### src/rtl/dma_chan_pkg.sv
package dma_chan_pkg;
  typedef enum logic [1:0] {
    ST_IDLE  = 2'd0,
    ST_STALL = 2'd1,
    ST_ON    = 2'd2,
    ST_NEXT  = 2'd3
  } chan_st_e;

  localparam int REG_W = 32;

  localparam logic [7:0] OFS_CTRL  = 8'h00;
  localparam logic [7:0] OFS_INT   = 8'h04;
  localparam logic [7:0] OFS_PSEL  = 8'h08;
  localparam logic [7:0] OFS_STAT  = 8'h0C;
  localparam logic [7:0] OFS_REM   = 8'h14;
  localparam logic [7:0] OFS_CNT0  = 8'h20;
  localparam logic [7:0] OFS_BASE0 = 8'h24;
  localparam logic [7:0] OFS_CNT1  = 8'h30;
  localparam logic [7:0] OFS_BASE1 = 8'h34;
  localparam logic [7:0] SLOT_STRIDE = 8'h10;

  localparam int CB_STALL_IE = 0;
  localparam int CB_NFB_IE   = 1;
  localparam int CB_DIR      = 2;
  localparam int CB_ERR_IE   = 3;
  localparam int CB_EN       = 4;
  localparam int CTRL_W      = 5;
endpackage

### src/rtl/dma_desc_slots.sv
module dma_desc_slots
  import dma_chan_pkg::*;
#(
  parameter int AW = 32,
  parameter int CW = 16
) (
  input  logic                   clk,
  input  logic                   rst,
  input  logic                   we,
  input  logic [7:0]             addr,
  input  logic [REG_W-1:0]       wdata,
  output logic [1:0][CW-1:0]     cnt_q,
  output logic [1:0][AW-1:0]     base_q,
  output logic [1:0]             base_wr
);
  for (genvar g = 0; g < 2; g++) begin : g_slot
    localparam logic [7:0] CNT_OFS  = 8'(OFS_CNT0  + SLOT_STRIDE * g);
    localparam logic [7:0] BASE_OFS = 8'(OFS_BASE0 + SLOT_STRIDE * g);

    assign base_wr[g] = we && (addr == BASE_OFS);

    always_ff @(posedge clk) begin
      if (rst) begin
        cnt_q[g]  <= '0;
        base_q[g] <= '0;
      end else begin
        if (we && (addr == CNT_OFS)) cnt_q[g] <= wdata[CW-1:0];
        if (base_wr[g])              base_q[g] <= wdata[AW-1:0];
      end
    end
  end
endmodule

### src/rtl/dma_byte_mover.sv
module dma_byte_mover #(
  parameter int AW = 32,
  parameter int CW = 16,
  parameter int DW = 8
) (
  input  logic          clk,
  input  logic          rst,
  input  logic          run,
  input  logic          dir,
  input  logic          load,
  input  logic [CW-1:0] load_cnt,
  input  logic [AW-1:0] load_base,
  output logic [CW-1:0] rem,
  output logic          done,
  output logic          mem_req,
  output logic          mem_we,
  output logic [AW-1:0] mem_addr,
  output logic [DW-1:0] mem_wdata,
  input  logic [DW-1:0] mem_rdata,
  input  logic          mem_gnt,
  output logic [DW-1:0] tx_data,
  output logic          tx_valid,
  input  logic          tx_ready,
  input  logic [DW-1:0] rx_data,
  input  logic          rx_valid,
  output logic          rx_ready
);
  logic [AW-1:0] ptr;
  logic [DW-1:0] hold;
  logic          hold_v;
  logic          req;

  assign mem_req   = req;
  assign mem_we    = dir;
  assign mem_addr  = ptr;
  assign mem_wdata = hold;
  assign tx_data   = hold;
  assign tx_valid  = hold_v && !dir;
  assign rx_ready  = run && dir && !hold_v && !req && (rem != '0);
  assign done      = run && (rem == '0) && !hold_v && !req;

  always_ff @(posedge clk) begin
    if (rst) begin
      ptr    <= '0;
      rem    <= '0;
      hold   <= '0;
      hold_v <= 1'b0;
      req    <= 1'b0;
    end else if (load) begin
      ptr    <= load_base;
      rem    <= load_cnt;
      hold_v <= 1'b0;
      req    <= 1'b0;
    end else if (run) begin
      if (!dir && hold_v) begin
        if (tx_ready) hold_v <= 1'b0;
      end else if (req) begin
        if (mem_gnt) begin
          req <= 1'b0;
          ptr <= ptr + 1'b1;
          rem <= rem - 1'b1;
          if (!dir) begin
            hold   <= mem_rdata;
            hold_v <= 1'b1;
          end else begin
            hold_v <= 1'b0;
          end
        end
      end else if (rem != '0) begin
        if (!dir) begin
          req <= 1'b1;
        end else if (rx_valid) begin
          hold   <= rx_data;
          hold_v <= 1'b1;
          req    <= 1'b1;
        end
      end
    end
  end

  AST_REM_LOAD: assert property (@(posedge clk) disable iff (rst)
    load |=> (rem == $past(load_cnt)));
  AST_REM_STEP: assert property (@(posedge clk) disable iff (rst)
    (run && !load && req && mem_gnt) |=> (rem == $past(rem) - CW'(1)));
  AST_ADDR_STEP: assert property (@(posedge clk) disable iff (rst)
    (run && !load && req && mem_gnt) |=> (mem_addr == $past(mem_addr) + AW'(1)));
  AST_TX_HOLD: assert property (@(posedge clk) disable iff (rst)
    (tx_valid && !tx_ready && !load) |=> (tx_valid && $stable(tx_data)));
endmodule

### src/rtl/dma_chan.sv
module dma_chan
  import dma_chan_pkg::*;
#(
  parameter int AW     = 32,
  parameter int CW     = 16,
  parameter int DW     = 8,
  parameter int PSEL_W = 4
) (
  input  logic              clk,
  input  logic              rst,
  input  logic              reg_we,
  input  logic [7:0]        reg_addr,
  input  logic [REG_W-1:0]  reg_wdata,
  output logic [REG_W-1:0]  reg_rdata,
  output logic              irq,
  output logic [PSEL_W-1:0] port_sel,
  output logic              mem_req,
  output logic              mem_we,
  output logic [AW-1:0]     mem_addr,
  output logic [DW-1:0]     mem_wdata,
  input  logic [DW-1:0]     mem_rdata,
  input  logic              mem_gnt,
  output logic [DW-1:0]     tx_data,
  output logic              tx_valid,
  input  logic              tx_ready,
  input  logic [DW-1:0]     rx_data,
  input  logic              rx_valid,
  output logic              rx_ready,
  input  logic              per_err
);
  chan_st_e             state;
  logic                 act;
  logic [1:0]           pend;
  logic [CTRL_W-1:0]    ctrl_q;
  logic [PSEL_W-1:0]    psel_q;
  logic                 err_q;
  logic [1:0][CW-1:0]   cnt_q;
  logic [1:0][AW-1:0]   base_q;
  logic [1:0]           base_wr;
  logic [1:0]           arm_w;
  logic                 en, other, run, load, load_slot, mv_done;
  logic [CW-1:0]        mv_rem;
  logic [AW-1:0]        load_base;
  logic                 st_stall, st_nfb;
  logic [REG_W-1:0]     rd_mux;

  dma_desc_slots #(.AW(AW), .CW(CW)) u_slots (
    .clk(clk), .rst(rst), .we(reg_we), .addr(reg_addr), .wdata(reg_wdata),
    .cnt_q(cnt_q), .base_q(base_q), .base_wr(base_wr)
  );

  assign en        = ctrl_q[CB_EN];
  assign other     = ~act;
  assign arm_w     = base_wr & ~pend & {2{en && (state != ST_IDLE)}};
  assign run       = (state == ST_ON) || (state == ST_NEXT);
  assign load      = ((state == ST_STALL) && en && (|arm_w)) ||
                     ((state == ST_ON)    && mv_done && arm_w[other]) ||
                     ((state == ST_NEXT)  && mv_done && en);
  assign load_slot = (state == ST_STALL) ? arm_w[1] : other;
  assign load_base = base_wr[load_slot] ? reg_wdata[AW-1:0] : base_q[load_slot];

  dma_byte_mover #(.AW(AW), .CW(CW), .DW(DW)) u_mover (
    .clk(clk), .rst(rst), .run(run), .dir(ctrl_q[CB_DIR]),
    .load(load), .load_cnt(cnt_q[load_slot]), .load_base(load_base),
    .rem(mv_rem), .done(mv_done),
    .mem_req(mem_req), .mem_we(mem_we), .mem_addr(mem_addr),
    .mem_wdata(mem_wdata), .mem_rdata(mem_rdata), .mem_gnt(mem_gnt),
    .tx_data(tx_data), .tx_valid(tx_valid), .tx_ready(tx_ready),
    .rx_data(rx_data), .rx_valid(rx_valid), .rx_ready(rx_ready)
  );

  always_ff @(posedge clk) begin
    if (rst) begin
      state <= ST_IDLE;
      act   <= 1'b0;
      pend  <= '0;
    end else begin
      case (state)
        ST_IDLE:  if (en) state <= ST_STALL;
        ST_STALL: begin
          if (!en) begin
            state <= ST_IDLE;
            act   <= 1'b0;
            pend  <= '0;
          end else if (|arm_w) begin
            state <= ST_ON;
            act   <= arm_w[1];
            pend  <= arm_w;
          end
        end
        ST_ON: begin
          if (mv_done) begin
            if (arm_w[other]) begin
              pend[act]   <= 1'b0;
              pend[other] <= 1'b1;
              act         <= other;
            end else begin
              pend  <= '0;
              state <= ST_STALL;
            end
          end else if (arm_w[other]) begin
            pend[other] <= 1'b1;
            state       <= ST_NEXT;
          end
        end
        ST_NEXT: begin
          if (mv_done) begin
            if (en) begin
              pend[act] <= 1'b0;
              act       <= other;
              state     <= ST_ON;
            end else begin
              pend  <= '0;
              state <= ST_STALL;
            end
          end
        end
        default: state <= ST_IDLE;
      endcase
    end
  end

  assign st_stall = (state == ST_STALL);
  assign st_nfb   = (state == ST_ON);

  always_ff @(posedge clk) begin
    if (rst) begin
      ctrl_q <= '0;
      psel_q <= '0;
      err_q  <= 1'b0;
      irq    <= 1'b0;
    end else begin
      if (reg_we && (reg_addr == OFS_CTRL)) ctrl_q <= reg_wdata[CTRL_W-1:0];
      if (reg_we && (reg_addr == OFS_PSEL)) psel_q <= reg_wdata[PSEL_W-1:0];
      if (per_err && (state != ST_IDLE))
        err_q <= 1'b1;
      else if (reg_we && (reg_addr == OFS_INT) && reg_wdata[3])
        err_q <= 1'b0;
      irq <= (st_stall && ctrl_q[CB_STALL_IE]) || (st_nfb && ctrl_q[CB_NFB_IE]) ||
             (err_q && ctrl_q[CB_ERR_IE]);
    end
  end

  assign port_sel = psel_q;

  always_comb begin
    rd_mux = '0;
    case (reg_addr)
      OFS_CTRL:  rd_mux[CTRL_W-1:0] = ctrl_q;
      OFS_INT:   rd_mux[3:0] = {err_q, 1'b0, st_nfb, st_stall};
      OFS_PSEL:  rd_mux[PSEL_W-1:0] = psel_q;
      OFS_STAT:  begin rd_mux[5:4] = state; rd_mux[0] = act; end
      OFS_REM:   rd_mux[CW-1:0] = mv_rem;
      OFS_CNT0:  rd_mux[CW-1:0] = cnt_q[0];
      OFS_BASE0: rd_mux[AW-1:0] = base_q[0];
      OFS_CNT1:  rd_mux[CW-1:0] = cnt_q[1];
      OFS_BASE1: rd_mux[AW-1:0] = base_q[1];
      default:   rd_mux = '0;
    endcase
  end

  always_ff @(posedge clk) begin
    if (rst) reg_rdata <= '0;
    else     reg_rdata <= rd_mux;
  end

  AST_IDLE_QUIET: assert property (@(posedge clk) disable iff (rst)
    (state == ST_IDLE) |-> !mem_req);
  AST_DRAIN_IDLE: assert property (@(posedge clk) disable iff (rst)
    (state == ST_STALL && !en) |=> (state == ST_IDLE));
  AST_DONE_STALL: assert property (@(posedge clk) disable iff (rst)
    (state == ST_ON && mv_done && !load) |=> (state == ST_STALL));
  AST_HANDOVER: assert property (@(posedge clk) disable iff (rst)
    (state == ST_NEXT && mv_done && en) |=> (state == ST_ON && act != $past(act)));
  AST_SAME_EDGE_ARM: assert property (@(posedge clk) disable iff (rst)
    (state == ST_ON && mv_done && load) |=> (state == ST_ON));
  AST_ERR_STICKY: assert property (@(posedge clk) disable iff (rst)
    (per_err && state != ST_IDLE) |=> err_q);
endmodule

### config.mk
export PLATFORM = sky130hd
export DESIGN_NAME = dma_chan
export DESIGN_NICKNAME = d
export VERILOG_FILES = /design/src/rtl/dma_chan_pkg.sv /design/src/rtl/dma_desc_slots.sv /design/src/rtl/dma_byte_mover.sv /design/src/rtl/dma_chan.sv
export SDC_FILE = /design/constraint.sdc
export NUM_CORES = 1
export LEC_CHECK = 0
export ABC_AREA = 0
export BUFFER_PORTS_ARGS = -buffer_cell sky130_fd_sc_hd__buf_2
export CAP_MARGIN = 20
export CORE_MARGIN = 5
export CORE_UTILIZATION = 58
export CTS_BUF_LIST = sky130_fd_sc_hd__clkbuf_16
export CTS_CLUSTER_SIZE = 40
export DETAILED_ROUTE_END_ITERATION = 8
export PLACE_DENSITY = 0.77
export SLEW_MARGIN = 25
export SYNTH_ARGS = -nofsm -noshare
export SYNTH_HDL_FRONTEND = slang
export SYNTH_HIERARCHICAL = 1
export SYNTH_SLANG_ARGS = --single-unit
### constraint.sdc
create_clock -name clk -period 5 [get_ports clk]
set_clock_uncertainty 0.05 [all_clocks]
set_input_delay 1.25 -clock clk [delete_from_list [all_inputs] [get_ports clk]]
set_output_delay 1.25 -clock clk [all_outputs]
set_load 0.05 [all_outputs]
## After elaboration in Yosys (flattened, before gate mapping)

Index checks and enable logic that the tools add are counted.

- Add/sub/neg operators: 2
- Reductions and logical operators: 62
- Muxes and demuxes: 75
- $lt $le $gt $ge: 5
- Bitwise logic cells: 10
- Equality and inequality tests: 24

Operators by type and width:

| kind | number |
|---|---|
| $mux W32 | 8 |
| $mux W16 | 7 |
| $pmux W10 S5 | 1 |
| $mux W8 | 6 |
| $add A32 B1 Y32 const B | 1 |
| $eq A8 B6 Y1 const B | 4 |
| $pmux W16 S2 | 1 |
| $mux W2 | 15 |
| $logic_and A1 B1 Y1 | 29 |
| $mux W1 | 28 |
| $pmux W3 S8 | 1 |
| $eq A8 B4 Y1 const B | 2 |
| $logic_not A16 Y1 | 1 |
| $reduce_bool A16 Y1 | 1 |
| $reduce_bool A2 Y1 | 8 |
| $sub A16 B1 Y16 const B | 1 |
| $ne A2 B2 Y1 const B | 6 |
| $reduce_and A6 Y1 | 2 |
| $reduce_bool A3 Y1 | 4 |
| $pmux W1 S9 | 1 |
| $eq A8 B3 Y1 const B | 1 |
| $eq A8 B5 Y1 const B | 1 |
| $logic_not A8 Y1 | 1 |
| $pmux W2 S4 | 1 |
| other kinds (24) | 47 |

- Register bits: 202
- Input bits: 63
- Logic and storage cells: 195

## Longest topological paths before layout

Gate-level depths: netlist (run 1).

- Depth after elaboration: 11
- Depth in mapped cells: 14
- Gate-level depth less buffers: 12

## Hierarchy

Netlist (run 1), hierarchy kept.

By module, submodules not included:

| module | area each (µm²) | times used | cells an instance | sequential area each (µm²) |
|---|---|---|---|---|
| dma_desc_slots | 3943.8 | 1 | 353 | 1921.8 |
| dma_chan | 3771.1 | 1 | 427 | 960.9 |
| dma_byte_mover | 3612.2 | 1 | 455 | 1161.1 |

## Worst setup path after synthesis (run 1)

No wires, ideal clock.

- Path kind: input-to-reg
- From: in reg_addr[6]
- To: reg u_mover.hold[0], in the netlist u_mover/mem_wdata[0]
- Arrival: 3.982 ns
- Required time: 4.829 ns
- Path buffers: 2
- Setup time: 0.121 ns
- Setup slack: 0.847 ns
- Cell stages on the path: 11
- Path through: and4bb_4 -> nand4_4 -> buf_2 -> inv_1 -> nor3b_1 -> o31ai_1 -> a21oi_1 -> clkbuf_1 -> nor3_1 -> a21oi_1 -> mux2_2

- Longest elaborated chain between the ends: 11

RTL lines:

| what | line | source |
|---|---|---|
| from (decl) | dma_chan.sv:12 | `input logic [7:0] reg_addr,` |
| $eq A8 B6 Y1 (*) | dma_desc_slots.sv:20 | `assign base_wr[g] = we && (addr == BASE_OFS);` |
| $logic_and A1 B1 Y1 (*) | dma_desc_slots.sv:20 |  |
| net base_wr[1] | dma_chan.sv:39 | `logic [1:0] base_wr;` |
| $and A2 B2 Y2 (*) (2 in series) | dma_chan.sv:54 | `assign arm_w = base_wr & ~pend & {2{en && (state != ST_IDLE)}};` |
| $mux W1 (implied by the code) (2 in series) | dma_chan.sv:57 | `((state == ST_ON) && mv_done && arm_w[other]) \|\|` |
| $logic_and A1 B1 Y1 | dma_chan.sv:57 |  |
| $logic_or A1 B1 Y1 (*) | dma_chan.sv:56 | `assign load = ((state == ST_STALL) && en && (\|arm_w)) \|\|` |
| $logic_or A1 B1 Y1 (*) | dma_chan.sv:57 |  |
| net load | dma_chan.sv:41 | `logic en, other, run, load, load_slot, mv_done;` |
| $not A1 Y1 (no source line) (*) | - |  |
| $reduce_and A8 Y1 (no source line) (*) | - |  |
| to (signal assigned) | dma_byte_mover.sv:63 | `hold <= mem_rdata;` |
| to (signal assigned) | dma_byte_mover.sv:73 | `hold <= rx_data;` |
| to (decl) | dma_byte_mover.sv:29 | `logic [DW-1:0] hold;` |

Mark *: on every way through the listed nets, which the timed path passes. The rest lies on a longest branch. The select of a mux whose other input is x is not followed.
A chain may end at the register's enable or synchronous reset.

## Worst setup path after layout (run 1)

- From: in reg_addr[5]
- To: reg u_mover.hold[1], in the netlist u_mover/mem_wdata[1]

The elaborated chain is that of the path after synthesis.

==> results of run 1 <==
==> layer usage <==
layer / GRT usage / part of all wire
met5: 0 / 0
met4: 0.08005 / 0.026
met3: 0.04482 / 0.089
met2: 0.4290 / 0.44
met1: 0.4004 / 0.44
==> cells by family after synthesis <==
kind of cell,Yosys count,share of synthesized area
fa+ha+maj,2,0.002209
simple gates,459,0.2358
xor+xnor,10,0.007733
flops,202,0.3570
buf+inv,135,0.05788
compound gates,219,0.1421
mux,208,0.1973
==> area by class of cell <==
class	count	area, um2	share of cell area
clock inverters	16	142.6	0.01116
multi-input cells	898	6655	0.5208
inverters	25	93.84	0.007343
well taps	265	331.6	0.02594
flip-flops and latches	202	4044	0.3164
clock buffers	23	575.6	0.04504
repair buffers	171	937.1	0.07333
==> how the worst min path moves through the flow <==
stage	to	cells after the start	startpoint	slack, ps
CTS	port_sel[1]	2	port_sel[1]	420
finish	reg_rdata[1]	2	port_sel[1]	420
floorplan	reg_rdata[10]	2	u_slots/cnt_q[26]	390
global placement	port_sel[2]	2	port_sel[2]	410
detailed placement	reg_rdata[7]	2	u_slots/cnt_q[23]	410
global route	reg_rdata[1]	2	port_sel[1]	450
==> per-stage QoR <==
| stage | setup WS [ps] | utilization |
|---|---|---|
| after floorplan | 847.3 | - |
| after global placement | 561.9 | 0.6238 |
| after detailed placement | 516.2 | 0.6238 |
| after CTS | 1026 | 0.6610 |
| after global routing | 697.1 | 0.6610 |
| final | 982.9 | 0.6610 |
==> worst register-to-register path: cells and delay by family, from the launching register on <==
kind,cells,cell delay [ps]
simple gates,5,1450
buf+inv,3,790
compound gates,3,580
flops,1,380
mux,1,340
==> power by group <==
group	leakage [nW]	switching (W)	internal [W]	total (W)
combinational	3.36	0.000108	0.0000622	0.000170
sequential	1.63	0.00000439	0.00161	0.00162
clock	0.372	0.000658	0.000980	0.00164
==> synth_stat cells, types with 3 or more instances <==
library cell | instances | area share
or4_1 | 18 | 0.012
nor3b_1 | 3 | 0.0020
mux2i_1 | 115 | 0.10
nor2_1 | 82 | 0.027
mux2_2 | 59 | 0.059
nor4b_1 | 3 | 0.0023
o311ai_0 | 5 | 0.0039
and4_1 | 6 | 0.0046
or2_2 | 3 | 0.0017
o21ai_0 | 23 | 0.010
a22o_1 | 20 | 0.015
o41ai_1 | 3 | 0.0023
o211ai_1 | 3 | 0.0020
nor2b_1 | 14 | 0.0077
a311oi_1 | 23 | 0.018
buf_4 | 16 | 0.011
nor4_1 | 20 | 0.011
a21oi_1 | 34 | 0.015
a211oi_1 | 16 | 0.011
clkbuf_1 | 69 | 0.023
a31oi_1 | 10 | 0.0055
and3_1 | 6 | 0.0033
or3_1 | 16 | 0.0088
xnor2_1 | 9 | 0.0070
a32oi_1 | 3 | 0.0023
mux2_1 | 30 | 0.030
dfxtp_1 | 202 | 0.36
a22oi_1 | 27 | 0.018
and2_1 | 6 | 0.0033
nand2_1 | 49 | 0.016
buf_1 | 4 | 0.0013
inv_1 | 25 | 0.0083
a221o_1 | 4 | 0.0035
nand3b_1 | 3 | 0.0020
nand2b_1 | 137 | 0.076
buf_6 | 6 | 0.0060
buf_2 | 13 | 0.0057
nand4_1 | 18 | 0.0099
nor4_4 | 3 | 0.0056
nand3_1 | 35 | 0.015
o31ai_1 | 20 | 0.013
o21bai_1 | 3 | 0.0020
or3_2 | 4 | 0.0027
nor3_1 | 14 | 0.0062
==> sequential cells by signal (all words and copies together), names as in the netlist, 2 cells and up <==
name               cells
u_slots/cnt_q         32
u_mover/mem_wdata      8
ctrl_q                 5
state                  2
u_mover/mem_addr      32
reg_rdata             32
u_mover/rem           16
u_slots/base_q        64
pend                   2
port_sel               4
==> run_results.csv, run 1 <==
group,metric,value,unit
synth,ys_ff_latch,202,
cts,clockBufferDepth,3,
grt,grt_pass1_wl,50740,um
synth,ys_warn_count,6,
sta,drv_slew,0,
place,post_dp_cell_area,0.01206,mm2
sta,max_slew.worst_pin.slew,1184,ps
worst_setup_path,cp_common_cell,"buf_4",
cts,clk_latency,510,ps
cts,tritoncts,"built",
worst_setup_path,endpoint,"u_mover/mem_wdata[1]",
worst_setup_path,critPathMaxStageDelay,400,ps
floorplan,die_area,0.02243,mm2
worst_setup_path,start_kind,"primary input",
cts,root_buffer,"clkbuf_16",
final_layout,drive_gt1_frac,0.2157,
final_layout,final_common_cell,"dfxtp_1",
synth,synth_edf_count,0,
worst_setup_path,crit_start,"reg_addr[5]",
floorplan,rows,51,
worst_setup_path,rrSetupSlack,1290,ps
final_layout,n_antenna_cell,0,
worst_setup_path,crit_cells,12,
final_layout,layout_common_cells,"202 x dfxtp_1, 150 x buf_2, 137 x nand2b_1",
final_layout,fill_cells,1603,
place,dp_hpwl,21070,um
detailed_routing,ant_nets,0,
synth,syn_area,0.01133,mm2
detailed_routing,wl,31830,um
sta,final_hold_viol_count,0,
worst_setup_path,r2r-start,"u_mover/rem[5]",
detailed_routing,firstDrtPassIters,5,
sta,clock.fmax,0.2489,GHz
power_and_ir_drop,vdd_drop_max,0.2213,mV
cts,cts_max_level,1,
worst_setup_path,crit_family,"buffers and inverters",
sta,setup_tns,0,ps
grt,grt_max_degree,114,
cts,cts_num_sinks,202,
worst_setup_path,crit_fanout,35,
worst_setup_path,crit_type,"in2reg",
grt,grt-ovfl-total,0,
detailed_routing,vias_per_cell,6.263,
grt,grt_antenna_before_repair,0,
sta,relSlewSlack,0.2076,
final_layout,nets,1385,
cts,ctsResizeCount,0,
grt,grt_pass1_vias,9527,
grt,grt.total_usage,0.2772,
detailed_routing,wire_per_inst,19.90,um
sta,setup_violations,0,
worst_setup_path,critPathCaptureType,"flop",
cts,cts_hold_buf,0,
final_layout,final_area,0.01278,mm2
floorplan,die_h,149.8,um
worst_setup_path,r2r-end,"u_mover/mem_wdata[1]",
synth,synth.avg_cell_area,9.172,um2
cts,numCtsBuffers,22,
worst_setup_path,r2r_cells,12,
detailed_routing,drc_errors,0,
worst_setup_path,critical_path_buf_inv_count,4,
detailed_routing,vias,10020,
synth,netlist_instances,1235,
detailed_routing,drt_iter0_drc,1005,
synth,synth_nets,1300,
synth,synthDistinctLibCells,85,
place,portBuffers,151,
floorplan,start_util,0.5858,
power_and_ir_drop,fin_total_pwr,0.003426,W
synth,async_flop_share,0,
cts,cts_post_setup_buffers_inserted,0,
synth,synthFlopType,"dfxtp_1",
floorplan,core_area,0.01933,mm2
sta,hold_slack,423.2,ps
floorplan,boundaryPins,152,
flow_run,cap_violations,0,
floorplan,chipWidth,149.8,um
place,place_congestion,0.9049,
sta,fin_crit_sh,0.8034,
final_layout,area_delta_synth_final,12.82,%
worst_setup_path,path_cells,"buf_2 > and4bb_4 > nand4_4 > inv_1 > nor2b_1 > o21ai_0 > a21oi_2 > buf_4 > nor3_1 > a21oi_1 > buf_4 > mux2_2",
sta,rsz0062_at_grt,"false",
power_and_ir_drop,power-per-cell-area,268.1,mW/mm2
run_status,status,"finished clean",
power_and_ir_drop,leakage,5.355,nW
final_layout,stdcell_count,1600,
worst_setup_path,arrival,4360,ps
hold_path,hold_class,"reg2reg",
synth,synth_seq_area_share,0.3570,
worst_setup_path,crit_required,5340,ps
worst_setup_path,critical-path-slowest-cell,"buf_2",
sta,period_needed,4017,ps
cts,clk_pin_slew,60,ps
place,dp.cells,1561,
Power figures use the tool's default switching activity.
==> inputs of run 2 (changes only) <==
==> constraint.sdc (replaced) <==
create_clock -name clk -period 3.75 [get_ports clk]
set_clock_uncertainty 0.05 [all_clocks]
set_input_delay 0.9375 -clock clk [delete_from_list [all_inputs] [get_ports clk]]
set_output_delay 0.9375 -clock clk [all_outputs]
set_load 0.05 [all_outputs]
==> run_results.csv, run 2 (same netlist as run 1, synthesis figures left out) <==
group,metric,value,unit
final_layout,fill_cells,1567,
sta,period_needed,3332,ps
detailed_routing,ant_nets,0,
cts,cts_hold_buf,0,
detailed_routing,wire_per_inst,19.81,um
detailed_routing,vias_per_cell,6.190,
cts,cts_num_sinks,202,
detailed_routing,drc_errors,0,
detailed_routing,firstDrtPassIters,5,
worst_setup_path,crit_fanout,21,
cts,ctsResizeCount,0,
sta,final_hold_viol_count,0,
cts,cts_max_level,1,
sta,clock.fmax,0.3001,GHz
cts,cts_post_setup_buffers_inserted,0,
sta,fin_crit_sh,0.8885,
cts,clockBufferDepth,3,
final_layout,drive_gt1_frac,0.2305,
floorplan,core_area,0.01933,mm2
grt,grt-ovfl-total,0,
floorplan,chipWidth,149.8,um
run_status,status,"finished clean",
worst_setup_path,crit_required,4120,ps
grt,grt.total_usage,0.2785,
detailed_routing,drt_iter0_drc,760,
flow_run,cap_violations,0,
final_layout,layout_common_cells,"202 x dfxtp_1, 150 x buf_2, 137 x nand2b_1",
power_and_ir_drop,power-per-cell-area,340.0,mW/mm2
grt,grt_max_degree,113,
sta,finalWorstSetupSlack,418.3,ps
power_and_ir_drop,leakage,5.437,nW
power_and_ir_drop,vdd_drop_max,0.2766,mV
floorplan,boundaryPins,152,
sta,setup_violations,0,
grt,grt_antenna_before_repair,0,
place,portBuffers,151,
grt,grt_pass1_wl,50770,um
detailed_routing,vias,10050,
final_layout,largest_reg_flops,64,
place,dp_hpwl,21930,um
grt,grt_pass1_vias,9485,
place,place_congestion,0.8821,
floorplan,die_area,0.02243,mm2
final_layout,regMostFlops,"u_slots/base_q",
worst_setup_path,critPathCaptureType,"flop",
sta,rsz0062_at_grt,"false",
cts,root_buffer,"clkbuf_16",
final_layout,area_delta_synth_final,13.92,%
worst_setup_path,arrival,3700,ps
floorplan,start_util,0.5858,
sta,relSlewSlack,0.4029,
cts,clk_latency,510,ps
worst_setup_path,crit_type,"reg2reg",
cts,numCtsBuffers,23,
floorplan,rows,51,
cts,clk_pin_slew,60,ps
sta,setup_tns,0,ps
cts,tritoncts,"built",
sta,max_slew.worst_pin.slew,887.4,ps
place,post-place-ws,118.9,ps
sta,drv_slew,0,
detailed_routing,wl,32170,um
worst_setup_path,start_kind,"flop",
hold_path,hold_class,"reg2reg",
floorplan,die_h,149.8,um
final_layout,final_common_cell,"dfxtp_1",
final_layout,nets,1409,
sta,hold_slack,433.4,ps
[run 2: changes by cell type in the layout (fill, tap and decap cells not counted), sizes merged]
cell	previous run	this run
diode	0	1
clkinvlp	0	1
inv	30	28
buf	171	194
bufinv	3	0
clkinv	8	12
[run 2: layout make-up]
class | count | area [um2] | area share
Inverter | 25 | 93.84 | 0.007272
Tap cell | 265 | 331.6 | 0.02570
Antenna cell | 1 | 2.502 | 0.0001939
Timing Repair Buffer | 194 | 1135 | 0.08795
Clock inverter | 16 | 71.32 | 0.005527
Multi-Input combinational cell | 898 | 6650 | 0.5154
Sequential cell | 202 | 4044 | 0.3134
Clock buffer | 23 | 575.6 | 0.04460
[run 2: critical path, stage by stage, from the launching register on]
cell and delay, ps:
dfxtp_1 390, nor4_1 460, nand4_1 290, nor3_1 250, buf_4 180, and2_1 190
o31ai_1 110, a21oi_2 370, buf_4 320, nor2_1 80, a221o_1 330, a211oi_1 200
[run 2: final timing paths]
kind / to / slack (ps) / cells past startpoint / startpoint
setup / recovery: u_mover/mem_addr[26] / 420 / 11 / u_mover/rem[5]
hold / removal: reg_rdata[8] / 430 / 2 / u_slots/cnt_q[24]
setup reg to reg: u_mover/mem_addr[26] / 420 / 11 / u_mover/rem[5]
hold reg to reg: reg_rdata[8] / 430 / 2 / u_slots/cnt_q[24]
[run 2: power by group]
part           total (W)  switching (W)  internal (W)
sequential       0.00216     0.00000556       0.00215
clock            0.00199       0.000888       0.00110
combinational   0.000238       0.000149     0.0000892
[run 2: stage by stage]
step           power (W)  instance area, um2  std cells    util
2_1_floorplan   0.002340               11330       1235       -
3_3_place_gp    0.002435               12250       1584  0.6338
3_5_place_dp    0.002437               12250       1584  0.6338
4_1_cts         0.004396               12900       1623  0.6672
5_1_grt         0.004519               12900       1623  0.6672
6_report        0.004388               12900       1624  0.6674
[run 2: routing by layer]
metal,track usage,wire (um)
met1,0.3960,14770
met2,0.4394,14250
met3,0.05360,2520
met4,0.06633,631
met5,0,0
==> inputs of run 3 (changes only) <==
--- a/config.mk
+++ b/config.mk
@@ -13,6 +13,7 @@
 export CTS_BUF_LIST = sky130_fd_sc_hd__clkbuf_16
 export CTS_CLUSTER_SIZE = 40
 export DETAILED_ROUTE_END_ITERATION = 8
+export GPL_TIMING_DRIVEN = 1
 export PLACE_DENSITY = 0.77
 export SLEW_MARGIN = 25
 export SYNTH_ARGS = -nofsm -noshare
==> constraint.sdc (replaced) <==
create_clock -name clk -period 3.75 [get_ports clk]
set_clock_uncertainty 0.05 [all_clocks]
set_input_delay 0.9375 -clock clk [delete_from_list [all_inputs] [get_ports clk]]
set_output_delay 0.9375 -clock clk [all_outputs]
set_load 0.02 [all_outputs]
==> run_results.csv, run 3 (same netlist as run 1, synthesis figures left out) <==
group,metric,value,unit
run_status,status,"finished clean",
grt,grt.total_usage,0.2801,
detailed_routing,wire_per_inst,20.00,um
sta,period_needed,3472,ps
power_and_ir_drop,vdd_drop_max,0.2705,mV
grt,grt-ovfl-total,0,
floorplan,boundaryPins,152,
place,dp_hpwl,22250,um
worst_setup_path,critPathCaptureType,"flop",
detailed_routing,drt_iter0_drc,992,
cts,clk_pin_slew,60,ps
sta,setup_tns,0,ps
detailed_routing,wl,32550,um
sta,clock.fmax,0.2880,GHz
flow_run,cap_violations,0,
floorplan,rows,51,
floorplan,chipWidth,149.8,um
worst_setup_path,crit_type,"reg2reg",
final_layout,drive_gt1_frac,0.2357,
grt,grt_max_degree,85,
detailed_routing,firstDrtPassIters,7,
sta,rsz0062_at_grt,"false",
sta,max_slew.worst_pin.slew,846.8,ps
final_layout,regMostFlops,"u_slots/base_q",
cts,clk_latency,510,ps
worst_setup_path,arrival,3800,ps
power_and_ir_drop,power-per-cell-area,356.1,mW/mm2
final_layout,largest_reg_flops,64,
worst_setup_path,crit_required,4070,ps
cts,tritoncts,"built",
power_and_ir_drop,leakage,5.492,nW
detailed_routing,drc_errors,0,
final_layout,layout_common_cells,"202 x dfxtp_1, 150 x buf_2, 137 x nand2b_1",
cts,ctsResizeCount,0,
sta,fin_crit_sh,0.9259,
grt,grt_antenna_before_repair,0,
sta,setup_violations,0,
final_layout,n_antenna_cell,0,
grt,grt_pass1_wl,50910,um
place,place_congestion,0.8813,
cts,cts_post_setup_buffers_inserted,0,
detailed_routing,vias_per_cell,6.198,
floorplan,die_area,0.02243,mm2
cts,cts_num_sinks,202,
sta,relSlewSlack,0.4303,
cts,cts_max_level,1,
place,portBuffers,151,
final_layout,area_delta_synth_final,14.76,%
floorplan,start_util,0.5858,
final_layout,nets,1411,
sta,final_hold_viol_count,0,
detailed_routing,vias,10080,
detailed_routing,ant_nets,0,
cts,root_buffer,"clkbuf_16",
place,dp.cells,1586,
grt,grt_pass1_vias,9470,
cts,numCtsBuffers,23,
sta,drv_slew,0,
worst_setup_path,crit_fanout,21,
final_layout,final_common_cell,"dfxtp_1",
floorplan,die_h,149.8,um
hold_path,hold_class,"reg2reg",
floorplan,core_area,0.01933,mm2
cts,clockBufferDepth,3,
cts,cts_hold_buf,0,
final_layout,stdcell_count,1627,
worst_setup_path,start_kind,"flop",
run 3: worst max-delay path, cell delays in order (launching register included):
cell     delay [ps]
dfxtp_1         360
nor4_1          490
nand4_1         250
buf_4           220
nor3_1          170
buf_4           180
and2_1          200
o31ai_1         120
a21oi_2         380
buf_4           330
nor2_1          190
o311a_1         180
a21oi_1         120
nand3_1          90
run 3: layer usage:
metal	wire length (um)	vias to the layer above	GRT usage
li1	-	4743	-
met1	14470	4782	0.4076
met4	671	0	0.07457
met3	3013	57	0.04391
met5	0	-	0
met2	14390	502	0.4344
run 3: final timing paths:
path                   from                   end  slack [ps]  cells after the start
min             port_sel[3]           port_sel[3]         420                      2
max          u_mover/rem[6]  u_mover/mem_addr[30]         280                     13
max reg2reg  u_mover/rem[6]  u_mover/mem_addr[30]         280                     13
min reg2reg     port_sel[3]           port_sel[3]         420                      2
run 3: area by class of cell:
type | instances | area (um2)
Clock buffer | 23 | 575.6
Inverter | 25 | 93.84
Multi-Input combinational cell | 898 | 6650
Fill cell | 1554 | 6336
Sequential cell | 202 | 4044
Clock inverter | 18 | 166.4
Timing Repair Buffer | 196 | 1137
Tap cell | 265 | 331.6
run 3: report_power, final:
part | switching (W) | total (W) | internal, W | leakage [nW]
sequential | 0.00000556 | 0.00216 | 0.00215 | 1.63
combinational | 0.000142 | 0.000229 | 0.0000877 | 3.48
clock | 0.000919 | 0.00224 | 0.00132 | 0.381
run 3: through the flow:
step / hold slack [ps] / power [W] / setup slack [ps] / utilization / cell area (um2)
final: 421.7 / 0.004629 / 277.8 / 0.6723 / 13000
after global routing: 431.8 / 0.004757 / 62.29 / 0.6723 / 13000
after CTS: 419.6 / 0.004637 / 367.1 / 0.6723 / 13000
after detailed placement: 410.2 / 0.002428 / 43.58 / 0.6339 / 12260
after global placement: 408.3 / 0.002425 / 178.2 / 0.6339 / 12260
after floorplan: 391.9 / 0.002331 / 27.31 / - / 11330
